`src/rtl/rop_pkg.sv`:
```
package rop_pkg;
  typedef enum logic [1:0] {
    SRC_COLOR = 2'd0,
    SRC_FIXED = 2'd1,
    SRC_MONO  = 2'd2,
    SRC_RSVD  = 2'd3
  } src_fmt_e;

  // one bit of the two-operand logic function
  function automatic logic rop_bit(input logic [3:0] code, input logic s, input logic d);
    logic r;
    case (code)
      4'd0:    r = 1'b0;
      4'd1:    r = s & d;
      4'd2:    r = s & ~d;
      4'd3:    r = s;
      4'd4:    r = ~s & d;
      4'd5:    r = d;
      4'd6:    r = s ^ d;
      4'd7:    r = s | d;
      4'd8:    r = ~(s | d);
      4'd9:    r = ~(s ^ d);
      4'd10:   r = ~d;
      4'd11:   r = s | ~d;
      4'd12:   r = ~s;
      4'd13:   r = ~s | d;
      4'd14:   r = ~(s & d);
      default: r = 1'b1;
    endcase
    return r;
  endfunction
endpackage

```
`src/rtl/rop_src_stage.sv`:
```
module rop_src_stage
  import rop_pkg::*;
#(
  parameter int PIX_W = 8
) (
  input  logic             clk,
  input  logic             rst,
  input  logic [3:0]       cfg_rop,
  input  logic [1:0]       cfg_src_fmt,
  input  logic [PIX_W-1:0] cfg_fg,
  input  logic [PIX_W-1:0] cfg_bg,
  input  logic [PIX_W-1:0] cfg_key,
  input  logic [PIX_W-1:0] cfg_key_mask,
  input  logic             cfg_key_en,
  input  logic             cfg_key_pol,
  input  logic             cfg_mono_trans,
  input  logic [PIX_W-1:0] cfg_wmask,
  input  logic             in_valid,
  output logic             in_ready,
  input  logic [PIX_W-1:0] in_src,
  input  logic             in_mono,
  input  logic [PIX_W-1:0] in_dst,
  output logic             dn_valid,
  input  logic             dn_ready,
  output logic [PIX_W-1:0] dn_src,
  output logic [PIX_W-1:0] dn_dst,
  output logic             dn_skip,
  output logic [3:0]       dn_rop,
  output logic [PIX_W-1:0] dn_wmask
);
  src_fmt_e         fmt;
  logic [PIX_W-1:0] src_sel;
  logic             key_hit;
  logic             key_block;
  logic             mono_block;
  logic             take;

  assign fmt = src_fmt_e'(cfg_src_fmt);

  always_comb begin
    case (fmt)
      SRC_FIXED: src_sel = cfg_fg;
      SRC_MONO:  src_sel = in_mono ? cfg_fg : cfg_bg;
      default:   src_sel = in_src;
    endcase
  end

  assign key_hit    = ((in_dst ^ cfg_key) & ~cfg_key_mask) == '0;
  assign key_block  = cfg_key_en & (key_hit ^ cfg_key_pol);
  assign mono_block = (fmt == SRC_MONO) & cfg_mono_trans & ~in_mono;

  assign in_ready = ~dn_valid | dn_ready;
  assign take     = in_valid & in_ready;

  always_ff @(posedge clk) begin
    if (rst) dn_valid <= 1'b0;
    else if (in_ready) dn_valid <= in_valid;
  end

  always_ff @(posedge clk) begin
    if (take) begin
      dn_src   <= src_sel;
      dn_dst   <= in_dst;
      dn_skip  <= key_block | mono_block;
      dn_rop   <= cfg_rop;
      dn_wmask <= cfg_wmask;
    end
  end

  // an empty stage never refuses a pixel
  assert_accept_empty_R10: assert property (@(posedge clk) disable iff (rst)
    !dn_valid |-> in_ready);

  // a stalled stage keeps its contents
  assert_stage_hold_R9: assert property (@(posedge clk) disable iff (rst)
    (dn_valid && !dn_ready) |=> (dn_valid && $stable(dn_dst) && $stable(dn_skip)));
endmodule

```
`src/rtl/rop_out_stage.sv`:
```
module rop_out_stage
  import rop_pkg::*;
#(
  parameter int PIX_W = 8
) (
  input  logic             clk,
  input  logic             rst,
  input  logic             up_valid,
  output logic             up_ready,
  input  logic [PIX_W-1:0] up_src,
  input  logic [PIX_W-1:0] up_dst,
  input  logic             up_skip,
  input  logic [3:0]       up_rop,
  input  logic [PIX_W-1:0] up_wmask,
  output logic             out_valid,
  input  logic             out_ready,
  output logic [PIX_W-1:0] out_data,
  output logic             out_we
);
  logic [PIX_W-1:0] rop_res;
  logic [PIX_W-1:0] merged;
  logic             take;

  for (genvar b = 0; b < PIX_W; b++) begin : g_bit
    assign rop_res[b] = rop_bit(up_rop, up_src[b], up_dst[b]);
  end

  assign merged   = (rop_res & up_wmask) | (up_dst & ~up_wmask);
  assign up_ready = ~out_valid | out_ready;
  assign take     = up_valid & up_ready;

  always_ff @(posedge clk) begin
    if (rst) out_valid <= 1'b0;
    else if (up_ready) out_valid <= up_valid;
  end

  always_ff @(posedge clk) begin
    if (take) begin
      out_data <= up_skip ? up_dst : merged;
      out_we   <= ~up_skip;
    end
  end

  // a protected pixel carries its destination unchanged and no write
  assert_protect_quiet_R4: assert property (@(posedge clk) disable iff (rst)
    $past(!rst && take && up_skip) |-> (!out_we && out_data == $past(up_dst)));

  // bits outside the write mask keep the destination
  assert_mask_keep_R8: assert property (@(posedge clk) disable iff (rst)
    $past(!rst && take) |-> (((out_data ^ $past(up_dst)) & ~$past(up_wmask)) == '0));

  // code 0 yields zero in every writable bit
  assert_zero_code_R2: assert property (@(posedge clk) disable iff (rst)
    $past(!rst && take && !up_skip && up_rop == 4'd0) |-> ((out_data & $past(up_wmask)) == '0));

  // stalled output holds
  assert_out_hold_R9: assert property (@(posedge clk) disable iff (rst)
    (out_valid && !out_ready) |=> (out_valid && $stable(out_data) && $stable(out_we)));
endmodule

```
`src/rtl/rop_pixel_unit.sv`:
```
module rop_pixel_unit
  import rop_pkg::*;
#(
  parameter int PIX_W = 8
) (
  input  logic             clk,
  input  logic             rst,
  input  logic [3:0]       cfg_rop,
  input  logic [1:0]       cfg_src_fmt,
  input  logic [PIX_W-1:0] cfg_fg,
  input  logic [PIX_W-1:0] cfg_bg,
  input  logic [PIX_W-1:0] cfg_key,
  input  logic [PIX_W-1:0] cfg_key_mask,
  input  logic             cfg_key_en,
  input  logic             cfg_key_pol,
  input  logic             cfg_mono_trans,
  input  logic [PIX_W-1:0] cfg_wmask,
  input  logic             in_valid,
  output logic             in_ready,
  input  logic [PIX_W-1:0] in_src,
  input  logic             in_mono,
  input  logic [PIX_W-1:0] in_dst,
  output logic             out_valid,
  input  logic             out_ready,
  output logic [PIX_W-1:0] out_data,
  output logic             out_we
);
  logic             s1_valid;
  logic             s1_ready;
  logic [PIX_W-1:0] s1_src;
  logic [PIX_W-1:0] s1_dst;
  logic             s1_skip;
  logic [3:0]       s1_rop;
  logic [PIX_W-1:0] s1_wmask;

  rop_src_stage #(.PIX_W(PIX_W)) u_src (
    .clk(clk), .rst(rst),
    .cfg_rop(cfg_rop), .cfg_src_fmt(cfg_src_fmt),
    .cfg_fg(cfg_fg), .cfg_bg(cfg_bg),
    .cfg_key(cfg_key), .cfg_key_mask(cfg_key_mask),
    .cfg_key_en(cfg_key_en), .cfg_key_pol(cfg_key_pol),
    .cfg_mono_trans(cfg_mono_trans), .cfg_wmask(cfg_wmask),
    .in_valid(in_valid), .in_ready(in_ready),
    .in_src(in_src), .in_mono(in_mono), .in_dst(in_dst),
    .dn_valid(s1_valid), .dn_ready(s1_ready),
    .dn_src(s1_src), .dn_dst(s1_dst), .dn_skip(s1_skip),
    .dn_rop(s1_rop), .dn_wmask(s1_wmask)
  );

  rop_out_stage #(.PIX_W(PIX_W)) u_out (
    .clk(clk), .rst(rst),
    .up_valid(s1_valid), .up_ready(s1_ready),
    .up_src(s1_src), .up_dst(s1_dst), .up_skip(s1_skip),
    .up_rop(s1_rop), .up_wmask(s1_wmask),
    .out_valid(out_valid), .out_ready(out_ready),
    .out_data(out_data), .out_we(out_we)
  );

  // nothing emerges right after reset
  assert_idle_after_reset_R1: assert property (@(posedge clk)
    $past(rst) |-> !out_valid);
endmodule

```
`config.mk`:
```
export PLATFORM = sky130hd
export DESIGN_NAME = rop_pixel_unit
export DESIGN_NICKNAME = d
export VERILOG_FILES = /design/src/rtl/rop_pkg.sv /design/src/rtl/rop_src_stage.sv /design/src/rtl/rop_out_stage.sv /design/src/rtl/rop_pixel_unit.sv
export SDC_FILE = /design/constraint.sdc
export NUM_CORES = 1
export LEC_CHECK = 0
export ABC_AREA = 1
export CELL_PAD_IN_SITES_DETAIL_PLACEMENT = 1
export CELL_PAD_IN_SITES_GLOBAL_PLACEMENT = 2
export CORE_UTILIZATION = 30
export DETAILED_ROUTE_END_ITERATION = 10
export GPL_ROUTABILITY_DRIVEN = 0
export MAX_ROUTING_LAYER = met4
export PLACE_DENSITY_LB_ADDON = 0.1
export SYNTH_ARGS = -nofsm -noshare
export SYNTH_HDL_FRONTEND = slang
export SYNTH_SLANG_ARGS = --single-unit
export TNS_END_PERCENT = 20
```
`constraint.sdc`:
```
create_clock -name clk -period 2.6 [get_ports clk]
set_input_delay 0.26 -clock clk [delete_from_list [all_inputs] [get_ports clk]]
set_output_delay 0.26 -clock clk [all_outputs]
set_load 0.05 [all_outputs]
```
==> flow_metrics.py, run 1 <==
metrics = {
    "clock_tree": {
        "postCtsSetupBuffers": 0,
        "cts_buffer_depth": 2,
        "cts_sinks": 40,
        "insertion_delay_ns": 0.29,
        "cts_hold_buf": 0,
        "clockRootBuffer": "clkbuf_16",
        "cts.repair.resized": 0,
        "cts.htree.levels": 2,
        "cts.reportedPaths.clkPinSlew_ns": 0.06,
        "cts_buffers": 5,
        "cts_tree": "done",
    },
    "sta": {
        "hold_violations": 0,
        "setup_viol": 0,
        "skew_ns": 0.00312,
        "final.setup.tns_ns": 0,
        "drv_slew": 0,
        "rsz0062_at_grt": "false",
        "min_period_ns": 1.96,
        "tightest_slew_ns": 0.564,
        "setup_ws_ns": 0.645,
        "fmax_mhz": 511,
        "post-route-period-util_pct": 75.2,
        "slew_headroom_pct": 62.4,
    },
    "synthesis": {
        "synth_seq_cells": 40,
        "synth_fp_nets": 606,
        "yosysSeqAreaShare_pct": 34.3,
        "yosys_warnings": 0,
        "synth_cells": 502,
        "netlist_area_mm2": 0.00344,
        "synth_area_leaders": "edfxtp_1 33%, nand2_1 16%, ha_1 12%",
        "synth.avg_cell_area_um2": 6.86,
        "netlist.area_leader.share_pct": 33.1,
        "synth.distinct_cells": 19,
        "yosysTopAreaCell": "edfxtp_1",
    },
    "global_routing": {
        "grt_max_degree": 30,
        "track_usage_pct": 20.1,
        "grt.overflow.total": 0,
        "antenna_found_initial": 0,
        "grt_pass1_wl_mm": 17.3,
        "grt_pass1_vias": 3536,
    },
    "cells_and_area": {
        "mostFrequentLayoutCell": "nand2_1",
        "nFillCells": 1422,
        "final_area_mm2": 0.00456,
        "syn2layout_area_growth_pct": 32.6,
        "diodes": 0,
        "fin_cells": 726,
        "layout_common_cells": "143 x nand2_1, 91 x inv_1, 85 x nor2_1",
        "drive_above_1_share_pct": 3.75,
        "fin_nets": 689,
    },
    "job": {
        "drv_cap": 0,
    },
    "worst_setup_path": {
        "path_delay_family": "buffers and inverters",
        "critical-path-slowest-cell": "clkdlybuf4s50_1",
        "arrival_ns": 1.70,
        "worstSetupPathType": "input port to output port",
        "worst-path-buf-inv": 3,
        "max_stage_delay_ns": 0.82,
        "required_ns": 2.34,
        "start_kind": "input port",
        "path_common_cell": "clkdlybuf4s50_1",
        "crit_path_max_fanout": 3,
        "crit_chain": "clkdlybuf4s50_1 > inv_1 > nand3_1 > clkdlybuf4s50_1",
        "end_kind": "output port",
    },
    "status": {
        "outcome": "completed",
    },
    "route": {
        "initialDrtViolationCount": 110,
        "antenna_left": 0,
        "routedWlPerCell_um": 14.8,
        "finalWirelength_mm": 10.8,
        "drc": 0,
        "routed_via_density": 4.62,
        "vias": 3352,
        "dr.pass1.iters": 4,
    },
    "min_path": {
        "hp-class": "flip-flop to flip-flop",
    },
    "floorplanning": {
        "io-pin-count": 81,
        "core_area_mm2": 0.0110,
        "rows": 38,
        "fp.dieW_um": 109,
        "dieArea_mm2": 0.0119,
        "floorplan.initialDensity_pct": 31.2,
        "fp.dieH_um": 109,
    },
    "placed_design": {
        "portBuffers": 80,
        "placedCellCount": 718,
        "pre_cts_slack_ns": 0.632,
        "dp_hpwl_mm": 8.57,
        "place_area_mm2": 0.00441,
    },
    "power": {
        "vdd_drop_max_mv": 0.191,
        "p_leak_uw": 0.00214,
        "power.density_mw_per_mm2": 424,
    },
}
-- metal layers --
metal  track usage [%]  vias to the layer above  wire, µm
met4              6.85                        0       228
li1                  -                     1724         -
met2              35.1                       75      5270
met1              23.9                     1538      4980
met5                 -                        -         0
met3              1.91                       15       280
-- worst register-to-register path, stage by stage, from the launching register on --
cell,delay [ns]
edfxtp_1,0.53
inv_1,0.13
nand2_1,0.11
nor2_2,0.46
nand2_1,0.09
o21ai_0,0.10
nor2_1,0.07
nand2_1,0.06
nor2_1,0.04
nor2_1,0.08
-- where the power goes --
| group | switching [µW] | total, µW | internal (µW) |
|---|---|---|---|
| clock | 263 | 647 | 384 |
| combinational | 266 | 477 | 212 |
| sequential | 47.1 | 810 | 763 |
| total | 576 | 1930 | 1360 |
-- final timing paths --
path	end	start	depth (start not counted)	slack [ns]
setup / recovery	in_ready	out_ready	4	0.64
hold / removal	u_out.out_valid	u_src.dn_valid	2	0.48
setup reg to reg	u_out.out_data[2]	u_src.dn_rop[2]	9	0.80
hold reg to reg	u_out.out_valid	u_src.dn_valid	2	0.48
-- flip-flops by register name, summed over array words and instances (netlist names) --
name and flops:
u_out.out_data 8, u_out.out_valid 1, u_out.out_we 1, u_src.dn_rop 4, u_src.dn_src 8, u_src.dn_wmask 8, u_src.dn_dst 8, u_src.dn_skip 1
u_src.dn_valid 1
-- cell families (layout without fill, tap and decap cells) --
group	Yosys count	in the layout	synth area share, %
DFF	40	40	34.3
adders and majority gates	34	34	12.4
AOI/OAI and AO/OA	68	68	11.0
buffers and inverters	99	183	10.8
and+or+nand+nor	261	261	31.5
-- through the flow --
step	utilization [%]	power [µW]	hold WS [ns]
after floorplan	-	1080	0.329
after global placement	40.0	1290	0.460
after detailed placement	40.0	1300	0.483
after CTS	41.4	1950	0.492
after global routing	41.4	2050	0.521
final	41.4	1930	0.484
-- synth_stat cells --
master and count:
a21oi_1 13, dfxtp_1 2, inv_1 91, clkinv_2 1, o21ai_1 5, nor2_4 6, nand2_4 2, nand3b_1 4
nand2_1 143, nor2_2 2, nand3_1 19, inv_2 1, clkbuf_1 6, edfxtp_1 38, o21ai_0 34, ha_1 34
o21a_1 8, a22oi_1 8, nor2_1 85
-- area by class of cell --
cell class              instances  area [µm²]  area share (%)
clock buffers                   6         139            3.04
multi-input cells             363        1890            41.4
clock inverters                 2        13.8           0.302
well taps                     140         175            3.84
inverters                      93         350            7.68
repair buffers                 82         816            17.9
flip-flops and latches         40        1180            25.9
Note: power is estimated with default switching activity, not from simulation.
==> inputs of run 2 (changes only) <==
--- a/config.mk
+++ b/config.mk
@@ -8,7 +8,7 @@
 export ABC_AREA = 1
 export CELL_PAD_IN_SITES_DETAIL_PLACEMENT = 1
 export CELL_PAD_IN_SITES_GLOBAL_PLACEMENT = 2
-export CORE_UTILIZATION = 30
+export CORE_UTILIZATION = 27
 export DETAILED_ROUTE_END_ITERATION = 10
 export GPL_ROUTABILITY_DRIVEN = 0
 export MAX_ROUTING_LAYER = met4
==> constraint.sdc (replaced) <==
create_clock -name clk -period 1.8 [get_ports clk]
set_input_delay 0.18 -clock clk [delete_from_list [all_inputs] [get_ports clk]]
set_output_delay 0.18 -clock clk [all_outputs]
set_load 0.05 [all_outputs]
==> flow_metrics.py, run 2 (synthesis results as in run 1) <==
metrics = {
    "clock_tree": {
        "cts_buffer_depth": 2,
        "cts_tree": "done",
        "cts_sinks": 40,
        "cts.htree.levels": 2,
        "cts_buffers": 5,
        "insertion_delay_ns": 0.29,
        "cts.reportedPaths.clkPinSlew_ns": 0.06,
        "cts_hold_buf": 0,
        "clockRootBuffer": "clkbuf_16",
    },
    "floorplanning": {
        "dieArea_mm2": 0.0132,
        "core_area_mm2": 0.0122,
        "floorplan.initialDensity_pct": 28.2,
        "io-pin-count": 81,
        "rows": 40,
        "fp.dieW_um": 115,
        "fp.dieH_um": 115,
    },
    "route": {
        "antenna_left": 0,
        "routed_via_density": 4.41,
        "vias": 3414,
        "initialDrtViolationCount": 121,
        "finalWirelength_mm": 11.1,
        "drc": 0,
        "routedWlPerCell_um": 14.3,
        "dr.pass1.iters": 4,
    },
    "power": {
        "vdd_drop_max_mv": 0.314,
        "fin_total_pwr_uw": 2980,
        "p_leak_uw": 0.00227,
        "power.density_mw_per_mm2": 616,
    },
    "sta": {
        "hold_violations": 0,
        "setup_viol": 0,
        "slew_headroom_pct": 66.2,
        "rsz0062_at_grt": "true",
        "post-route-period-util_pct": 95.1,
        "drv_slew": 0,
        "fmax_mhz": 584,
        "skew_ns": 0.00441,
        "min_period_ns": 1.71,
        "tightest_slew_ns": 0.506,
    },
    "status": {
        "outcome": "completed",
    },
    "worst_setup_path": {
        "start_kind": "flip-flop",
        "arrival_ns": 1.76,
        "worstSetupPathType": "flip-flop to flip-flop",
        "crit_path_max_fanout": 5,
        "end_kind": "flip-flop",
        "required_ns": 1.85,
    },
    "cells_and_area": {
        "mostFrequentLayoutCell": "nand2_1",
        "syn2layout_area_growth_pct": 40.7,
        "drive_above_1_share_pct": 8.75,
        "diodes": 0,
        "fin_nets": 709,
        "final_area_mm2": 0.00485,
        "seqCellArea_mm2": 0.00118,
        "nFillCells": 1560,
        "multiInputGateArea_mm2": 0.00191,
        "layout_common_cells": "137 x nand2_1, 90 x inv_1, 84 x nor2_1",
    },
    "global_routing": {
        "grt_pass1_vias": 3410,
        "grt_pass1_wl_mm": 17.5,
        "grt_max_degree": 30,
        "antenna_found_initial": 0,
        "grt.overflow.total": 0,
        "track_usage_pct": 18.3,
    },
    "placed_design": {
        "portBuffers": 80,
        "dp_hpwl_mm": 9.04,
        "place_area_mm2": 0.00464,
    },
    "min_path": {
        "hp-class": "input port to flip-flop",
    },
    "job": {
        "drv_cap": 0,
    },
}
[run 2: cell types whose count changed in the layout (fill, tap and decap cells not counted), sizes merged]
| cell | previous run | this run |
|---|---|---|
| buf | 2 | 23 |
| bufinv | 0 | 1 |
| clkdlybuf4s50 | 80 | 79 |
| inv | 93 | 92 |
[run 2: where the power goes]
part	internal (µW)	switching, µW
clock	695	388
combinational	336	402
sequential	1100	61.0
total	2130	851
[run 2: layout make-up]
| cell class | instances | area share (%) |
|---|---|---|
| timing repair buffer | 102 | 20.9 |
| clock buffer | 6 | 2.87 |
| tap | 168 | 4.34 |
| sequential | 40 | 24.4 |
| inverter | 93 | 7.23 |
| clock inverter | 2 | 0.800 |
| multi-input combinational | 363 | 39.5 |
[run 2: timing repair]
action / CTS / global route
buffers inserted: 0 / 2
resized for setup: 0 / 8
setup endpoints to repair: 0 / 8
endpoints found under the hold margin: 0 / 0
[run 2: worst paths after layout]
path | from | endpoint | slack [ns] | cells after the start
setup reg to reg | u_src.dn_rop[2] | u_out.out_data[5] | 0.09 | 9
hold / removal | cfg_wmask[4] | u_src.dn_wmask[4] | 0.44 | 1
hold reg to reg | u_out.out_valid | u_out.out_valid | 0.48 | 2
setup / recovery | u_src.dn_rop[2] | u_out.out_data[5] | 0.09 | 9
[run 2: metrics by stage]
step           hold WS (ns)  TNS (ns)  setup WS [ns]  std cells  util [%]
2_1_floorplan         0.242         0         0.0214        502         -
3_3_place_gp          0.465         0         0.0659        764      38.0
3_5_place_dp          0.477         0        0.00779        764      38.0
4_1_cts               0.428         0        0.00358        772      39.4
5_1_grt               0.427   -0.0741        -0.0204        774      39.7
6_report              0.444         0         0.0879        774      39.7
[run 2: layer usage]
metal | wire (µm) | part of all wire, % | global-route usage [%]
met1 | 5200 | 47 | 22.2
met2 | 5540 | 50 | 32.0
met3 | 267 | 2.4 | 2.53
met4 | 94 | 0.85 | 4.68
met5 | 0 | 0 | -
[run 2: worst max-delay path: stages, from the launching register on]
cell	delay (ns)
edfxtp_1	0.46
buf_4	0.19
nand2_4	0.13
inv_1	0.11
nand2_1	0.16
o21ai_0	0.11
nor2_1	0.11
nand2_1	0.05
nor2_1	0.09
nor2_1	0.05
